===== config.mk =====
export PLATFORM = sky130hd
export DESIGN_NAME = level_flag_det
export DESIGN_NICKNAME = d
export VERILOG_FILES = /design/src/rtl/level_flag_pkg.sv /design/src/rtl/level_flag_upper.sv /design/src/rtl/level_flag_dwell.sv /design/src/rtl/level_flag_ovr_pipe.sv /design/src/rtl/level_flag_det.sv
export SDC_FILE = /design/constraint.sdc
export NUM_CORES = 1
export LEC_CHECK = 0
export CORE_MARGIN = 3
export CORE_UTILIZATION = 55
export CTS_CLUSTER_DIAMETER = 60
export DETAILED_ROUTE_END_ITERATION = 10
export GPL_TIMING_DRIVEN = 0
export PLACE_DENSITY_LB_ADDON = 0.25
export SLEW_MARGIN = 20
export SYNTH_ARGS = -nofsm -noshare
export SYNTH_HDL_FRONTEND = slang
export SYNTH_HIERARCHICAL = 1
export SYNTH_SLANG_ARGS = --single-unit

===== constraint.sdc =====
create_clock -name clk -period 9.3 [get_ports clk]
set_clock_uncertainty 0.05 [all_clocks]
set_input_delay 1.395 -clock clk [delete_from_list [all_inputs] [get_ports clk]]
set_output_delay 1.395 -clock clk [all_outputs]
set_load 0.05 [all_outputs]

===== src/rtl/level_flag_pkg.sv =====
// Shared defaults for the level threshold detector.
// Assumes: consumers override these through module parameters when needed.
package level_flag_pkg;
    localparam int unsigned DEF_DATA_W  = 14;
    localparam int unsigned DEF_DWELL_W = 16;
    localparam int unsigned DEF_OVR_LAT = 12;
endpackage


===== src/rtl/level_flag_upper.sv =====
// Upper level compare: one registered flag per sample.
// Assumes: mag is the already saturated magnitude of the current sample.
module level_flag_upper #(
    parameter int unsigned MAG_W = 13
) (
    input  logic             clk,
    input  logic             rst_n,
    input  logic             en,
    input  logic [MAG_W-1:0] mag,
    input  logic [MAG_W-1:0] upper_lvl,
    output logic             flag
);
    // Register whether the present sample lies strictly above the level.
    always_ff @(posedge clk) begin
        if (!rst_n)  flag <= 1'b0;
        else if (!en) flag <= 1'b0;
        else         flag <= (mag > upper_lvl);
    end

    assert_hi_set_R2: assert property (@(posedge clk) disable iff (!rst_n)
        (en && mag > upper_lvl) |=> flag);
    assert_hi_clr_R2: assert property (@(posedge clk) disable iff (!rst_n)
        (mag <= upper_lvl) |=> !flag);
endmodule


===== src/rtl/level_flag_dwell.sv =====
// Lower level compare qualified by a saturating run-length counter.
// Assumes: dwell_len of zero is treated as one; counter saturates at all ones.
module level_flag_dwell #(
    parameter int unsigned MAG_W   = 13,
    parameter int unsigned DWELL_W = 16
) (
    input  logic               clk,
    input  logic               rst_n,
    input  logic               en,
    input  logic [MAG_W-1:0]   mag,
    input  logic [MAG_W-1:0]   lower_lvl,
    input  logic [DWELL_W-1:0] dwell_len,
    output logic               flag
);
    localparam logic [DWELL_W-1:0] ONE = {{(DWELL_W-1){1'b0}}, 1'b1};

    logic [DWELL_W-1:0] run_cnt;
    logic [DWELL_W-1:0] run_nxt;
    logic [DWELL_W-1:0] need;
    logic               quiet;

    // Next run length and the effective dwell requirement.
    always_comb begin
        quiet   = (mag < lower_lvl);
        run_nxt = (run_cnt == '1) ? run_cnt : run_cnt + ONE;
        need    = (dwell_len == '0) ? ONE : dwell_len;
    end

    // Count consecutive quiet samples and raise the flag once enough are seen.
    always_ff @(posedge clk) begin
        if (!rst_n || !en || !quiet) begin
            run_cnt <= '0;
            flag    <= 1'b0;
        end else begin
            run_cnt <= run_nxt;
            flag    <= (run_nxt >= need);
        end
    end

    assert_lo_break_R4: assert property (@(posedge clk) disable iff (!rst_n)
        (mag >= lower_lvl) |=> (!flag && run_cnt == '0));
    assert_lo_off_R8: assert property (@(posedge clk) disable iff (!rst_n)
        !en |=> (!flag && run_cnt == '0));
    assert_lo_counted_R3: assert property (@(posedge clk) disable iff (!rst_n)
        flag |-> (run_cnt != '0));
endmodule


===== src/rtl/level_flag_ovr_pipe.sv =====
// Fixed-latency delay line for the converter overrange indication.
// Assumes: LAT >= 1; the whole line is flushed while disabled.
module level_flag_ovr_pipe #(
    parameter int unsigned LAT = 12
) (
    input  logic clk,
    input  logic rst_n,
    input  logic en,
    input  logic ovr_in,
    output logic flag
);
    logic [LAT-1:0] stage;

    for (genvar gi = 0; gi < LAT; gi++) begin : g_stage
        if (gi == 0) begin : g_head
            // First stage captures the live indication.
            always_ff @(posedge clk) begin
                if (!rst_n || !en) stage[0] <= 1'b0;
                else               stage[0] <= ovr_in;
            end
        end else begin : g_body
            // Later stages pass the indication one step along.
            always_ff @(posedge clk) begin
                if (!rst_n || !en) stage[gi] <= 1'b0;
                else               stage[gi] <= stage[gi-1];
            end
        end
    end

    assign flag = stage[LAT-1];

    assert_ovr_off_R8: assert property (@(posedge clk) disable iff (!rst_n)
        !en |=> !flag);
    assert_ovr_onehot_R7: assert property (@(posedge clk) disable iff (!rst_n)
        (!en) |=> (stage == '0));
endmodule


===== src/rtl/level_flag_det.sv =====
// Top of the level threshold detector: magnitude, upper flag, dwell-qualified
// lower flag and delayed overrange flag.
// Assumes: one two's complement sample per clock; levels are magnitudes.
module level_flag_det
    import level_flag_pkg::*;
#(
    parameter int unsigned DATA_W  = DEF_DATA_W,
    parameter int unsigned DWELL_W = DEF_DWELL_W,
    parameter int unsigned OVR_LAT = DEF_OVR_LAT
) (
    input  logic               clk,
    input  logic               rst_n,
    input  logic               det_en,
    input  logic [DATA_W-1:0]  smp,
    input  logic               smp_ovr,
    input  logic [DATA_W-2:0]  upper_lvl,
    input  logic [DATA_W-2:0]  lower_lvl,
    input  logic [DWELL_W-1:0] dwell_len,
    output logic               hi_flag,
    output logic               lo_flag,
    output logic               ovr_flag
);
    localparam int unsigned MAG_W = DATA_W - 1;

    logic [DATA_W-1:0] neg_smp;
    logic [MAG_W-1:0]  smp_mag;

    // Absolute value with the most negative code saturated.
    always_comb begin
        neg_smp = ~smp + 1'b1;
        if (!smp[DATA_W-1])          smp_mag = smp[MAG_W-1:0];
        else if (neg_smp[DATA_W-1])  smp_mag = '1;
        else                         smp_mag = neg_smp[MAG_W-1:0];
    end

    level_flag_upper #(.MAG_W(MAG_W)) i_upper (
        .clk(clk), .rst_n(rst_n), .en(det_en), .mag(smp_mag),
        .upper_lvl(upper_lvl), .flag(hi_flag)
    );

    level_flag_dwell #(.MAG_W(MAG_W), .DWELL_W(DWELL_W)) i_dwell (
        .clk(clk), .rst_n(rst_n), .en(det_en), .mag(smp_mag),
        .lower_lvl(lower_lvl), .dwell_len(dwell_len), .flag(lo_flag)
    );

    level_flag_ovr_pipe #(.LAT(OVR_LAT)) i_ovr (
        .clk(clk), .rst_n(rst_n), .en(det_en), .ovr_in(smp_ovr), .flag(ovr_flag)
    );

    assert_mag_sat_R1: assert property (@(posedge clk) disable iff (!rst_n)
        (det_en && smp == {1'b1, {(DATA_W-1){1'b0}}} && upper_lvl != '1) |=> hi_flag);
    assert_reset_R9: assert property (@(posedge clk)
        !rst_n |=> (!hi_flag && !lo_flag && !ovr_flag));
endmodule


==> impl_results.md <==
* CTS Sinks at 30
* Cts hold-fix bufs at 0
* # nets final at 510
* CTS tree: done
* Post-CTS Resized at 0
* GR peak layer: met2
* Diodes inserted at 0
* Met3 Usage GRT at 3.166%
* Gp weighted congestion at 0.8636
* Status: complete, no violations
* Wire per inst at 13.10 um
* Drt drc at 0
* Clock Path Buffers at 2
* Drt pass-1 iters at 4
* Port Buffers at 61
* Critical Path RT at 9.45 ns
* Cell count of the worst reg-to-reg path at 10
* Setup bufs post-CTS at 0
* Register-to-register setup slack at 6.26 ns
* Slew HR at 59.85%
* Fmax at 206.5 MHz
* Share of the synthesized area in the top cell type at 22.42%
* Synthesized cell area at 2679 sq um
* Hold Crit Start: i_ovr/stage[7]$_SDFF_PP0_
* Crit path time final at 4.843 ns
* Vias in the first global route at 2361
* Vias at 2578
* Critical path launch point type: primary input
* Max cap viols at 0
* Pwr Total at 0.3306 mW
* Crit Path Class: primary input to register
* WP data arrival at 4.99 ns
* All-Layer GR Usage at 22.51%
* Seq cells post-synth at 30
* Initial antenna violation count at 0
* Hold Crit Class: register to register
* Synth top area cells: dfxtp_1 22%, ha_1 20%, inv_1 7.0%
* Yosys warns at 6
* RR Startpoint: i_dwell/run_cnt[0]$_SDFF_PP0_
* Async SR Flop Fraction at 0%
* Crit. End Element: register
* Hold depth at 1
* Final wirelength at 6194 um
* Post-DP HPWL at 5124 um
* Worst path cell trace: clkdlybuf4s50_1, inv_1, ha_1, or4b_4, or4_4, a311oi_1, ha_1, a211oi_1, o21ai_0, a211o_1, buf_2, a211oi_1
* Fin area at 3466 sq um
* Hold slack at 0.4180 ns
* Power density over the cells at 95.38 nW/um^2
* GRT overflow at 0
* Top Ports at 63
* First-pass GRT wire length at 10070 um
* Dominant cell type by area after synthesis: dfxtp_1
* Synth Flop Type: dfxtp_1
* Syn avg cell area at 7.902 sq um
* Area delta synth->final at 29.38%
* Routing usage on met2 at 38.02%
* Clock Latency Late Sink at 0.28 ns
* Final worst-path cycle share at 52.08%
* Initial Utilization at 59.08%
* Layout cells sized above 1 at 6.373%
* Die height at 75.79 um
* Register area share after synthesis at 22.42%
* Die area at 5744 sq um
* Fill count at 325
* Worst Max-Slew Pin Slew at 0.5978 ns
* Post-Place Cell Area at 3371 sq um
* Vias/cell at 5.450
* Hold Vio Cnt, Final at 0
* Clock transition at the registers of the reported paths at 0.07 ns
* Reg2Reg Capture Point: i_dwell/flag$_SDFF_PP0_
* Initial detailed-routing violation count at 135
* Core footprint at 4534 sq um
* Worst vdd ir at 0.05841 mV
* H-tree depth at 2
* Worst path max stage delay at 0.50 ns
* Most common library cell in the layout ignoring fill and taps: clkdlybuf4s50_1
* CTS buffer count at 5
* Commonest non-fill, non-tap cells in the layout: 61 x clkdlybuf4s50_1, 50 x inv_1, 43 x ha_1
* Cells after synthesis at 339
* Post-route setup TNS at 0 ns
* Min-Delay Endpoint: i_ovr/stage[8]$_SDFF_PP0_
* Critical path's slowest cell: or4b_4
* Rows at 24
* RSZ-0062 raised after global routing: no
* Post-Syn Nets at 442
* Die X at 75.79 um
* # setup viols final at 0
* Root Driver: clkbuf_8
* Worst-path maximum fanout at 10
* Slew Limit Fails at 0
* Leak at 1.720 nW
* EDFF count, synth at 0
* Pin count of the biggest net entering global routing at 11
* GR Util met1 at 29.81%
* ANT nets after route at 0
* Synth cell types at 50
==> stage by stage <==
step                cells  setup slack (ns)  util, %
floorplan             339             5.091        -
global placement      465             4.258    74.34
detailed placement    465             4.189    74.34
CTS                   473             4.454    76.43
global route          473             4.242    76.43
finish                473             4.457    76.43
==> cell type report <==
class | count | area (sq um) | area share, %
Clock inverter | 2 | 12.51 | 0.3610
Clock buffer | 6 | 82.58 | 2.383
Inverter | 51 | 191.4 | 5.523
Sequential cell | 30 | 600.6 | 17.33
Tap cell | 65 | 81.33 | 2.347
Multi-Input combinational cell | 251 | 1837 | 53.00
Timing Repair Buffer | 61 | 610.6 | 17.62
Buffer | 7 | 50.05 | 1.444
==> critical path, delay by kind of cell <==
family	cells	cell delay, ns
compound gates	5	1.35
fa+ha+maj	2	0.52
buf+inv	3	0.80
simple gates	2	0.93
==> state kept, by name, summed over array words and instances, names as in the netlist <==
register	count
i_upper/flag	1
i_dwell/flag	1
i_ovr/stage	11
i_dwell/run_cnt	16
i_ovr/flag	1
==> logic make-up after synthesis <==
group	synth area share, %
buffers and inverters	9.014
AOI/OAI and AO/OA	12.98
DFF	22.42
and+or+nand+nor	28.54
muxes	2.055
xor gates and xnor gates	4.904
adders and majority gates	20.08
==> synthesized netlist by cell type (2+ instances only) <==
master / instances
ha_1: 43
clkbuf_1: 2
a31oi_1: 5
a21boi_0: 2
a21oi_1: 19
a211oi_1: 5
nor2_1: 23
o41ai_1: 2
and3_1: 15
and3_2: 2
nand2_1: 28
dfxtp_1: 30
nand4_1: 11
nor3_1: 10
o21ai_0: 13
xor2_1: 12
buf_2: 2
nor2b_1: 7
xnor2_1: 3
nor4_4: 2
a21o_1: 2
nand4_2: 2
mux2i_1: 4
inv_1: 50
or4_4: 2
nand2b_1: 3
nor4_1: 5
or3_1: 3
nand3_1: 11
==> metal layers <==
layer / up-vias / wire, um
li1: 1336 / -
met4: 0 / 40
met2: 76 / 3028
met5: - / 0
met1: 1162 / 2781
met3: 4 / 343
==> how the worst max path moves through the flow <==
stage                      start                             to  slack [ns]
after global routing      smp[0]  i_dwell/run_cnt[6]$_SDFF_PP0_        4.24
final                     smp[1]  i_dwell/run_cnt[6]$_SDFF_PP0_        4.46
after detailed placement  smp[0]  i_dwell/run_cnt[2]$_SDFF_PP0_        4.19
after floorplan           smp[0]  i_dwell/run_cnt[6]$_SDFF_PP0_        5.09
after global placement    smp[1]  i_dwell/run_cnt[6]$_SDFF_PP0_        4.26
after CTS                 smp[0]  i_dwell/run_cnt[2]$_SDFF_PP0_        4.45
==> power by group <==
group	total, mW	switching, mW	internal, mW	leakage (nW)
combinational	0.0920	0.0440	0.0479	1.43
clock	0.109	0.0492	0.0594	0.0472
sequential	0.130	0.000595	0.129	0.242
total	0.331	0.0938	0.237	1.72
(Power assumes the default switching activity.)
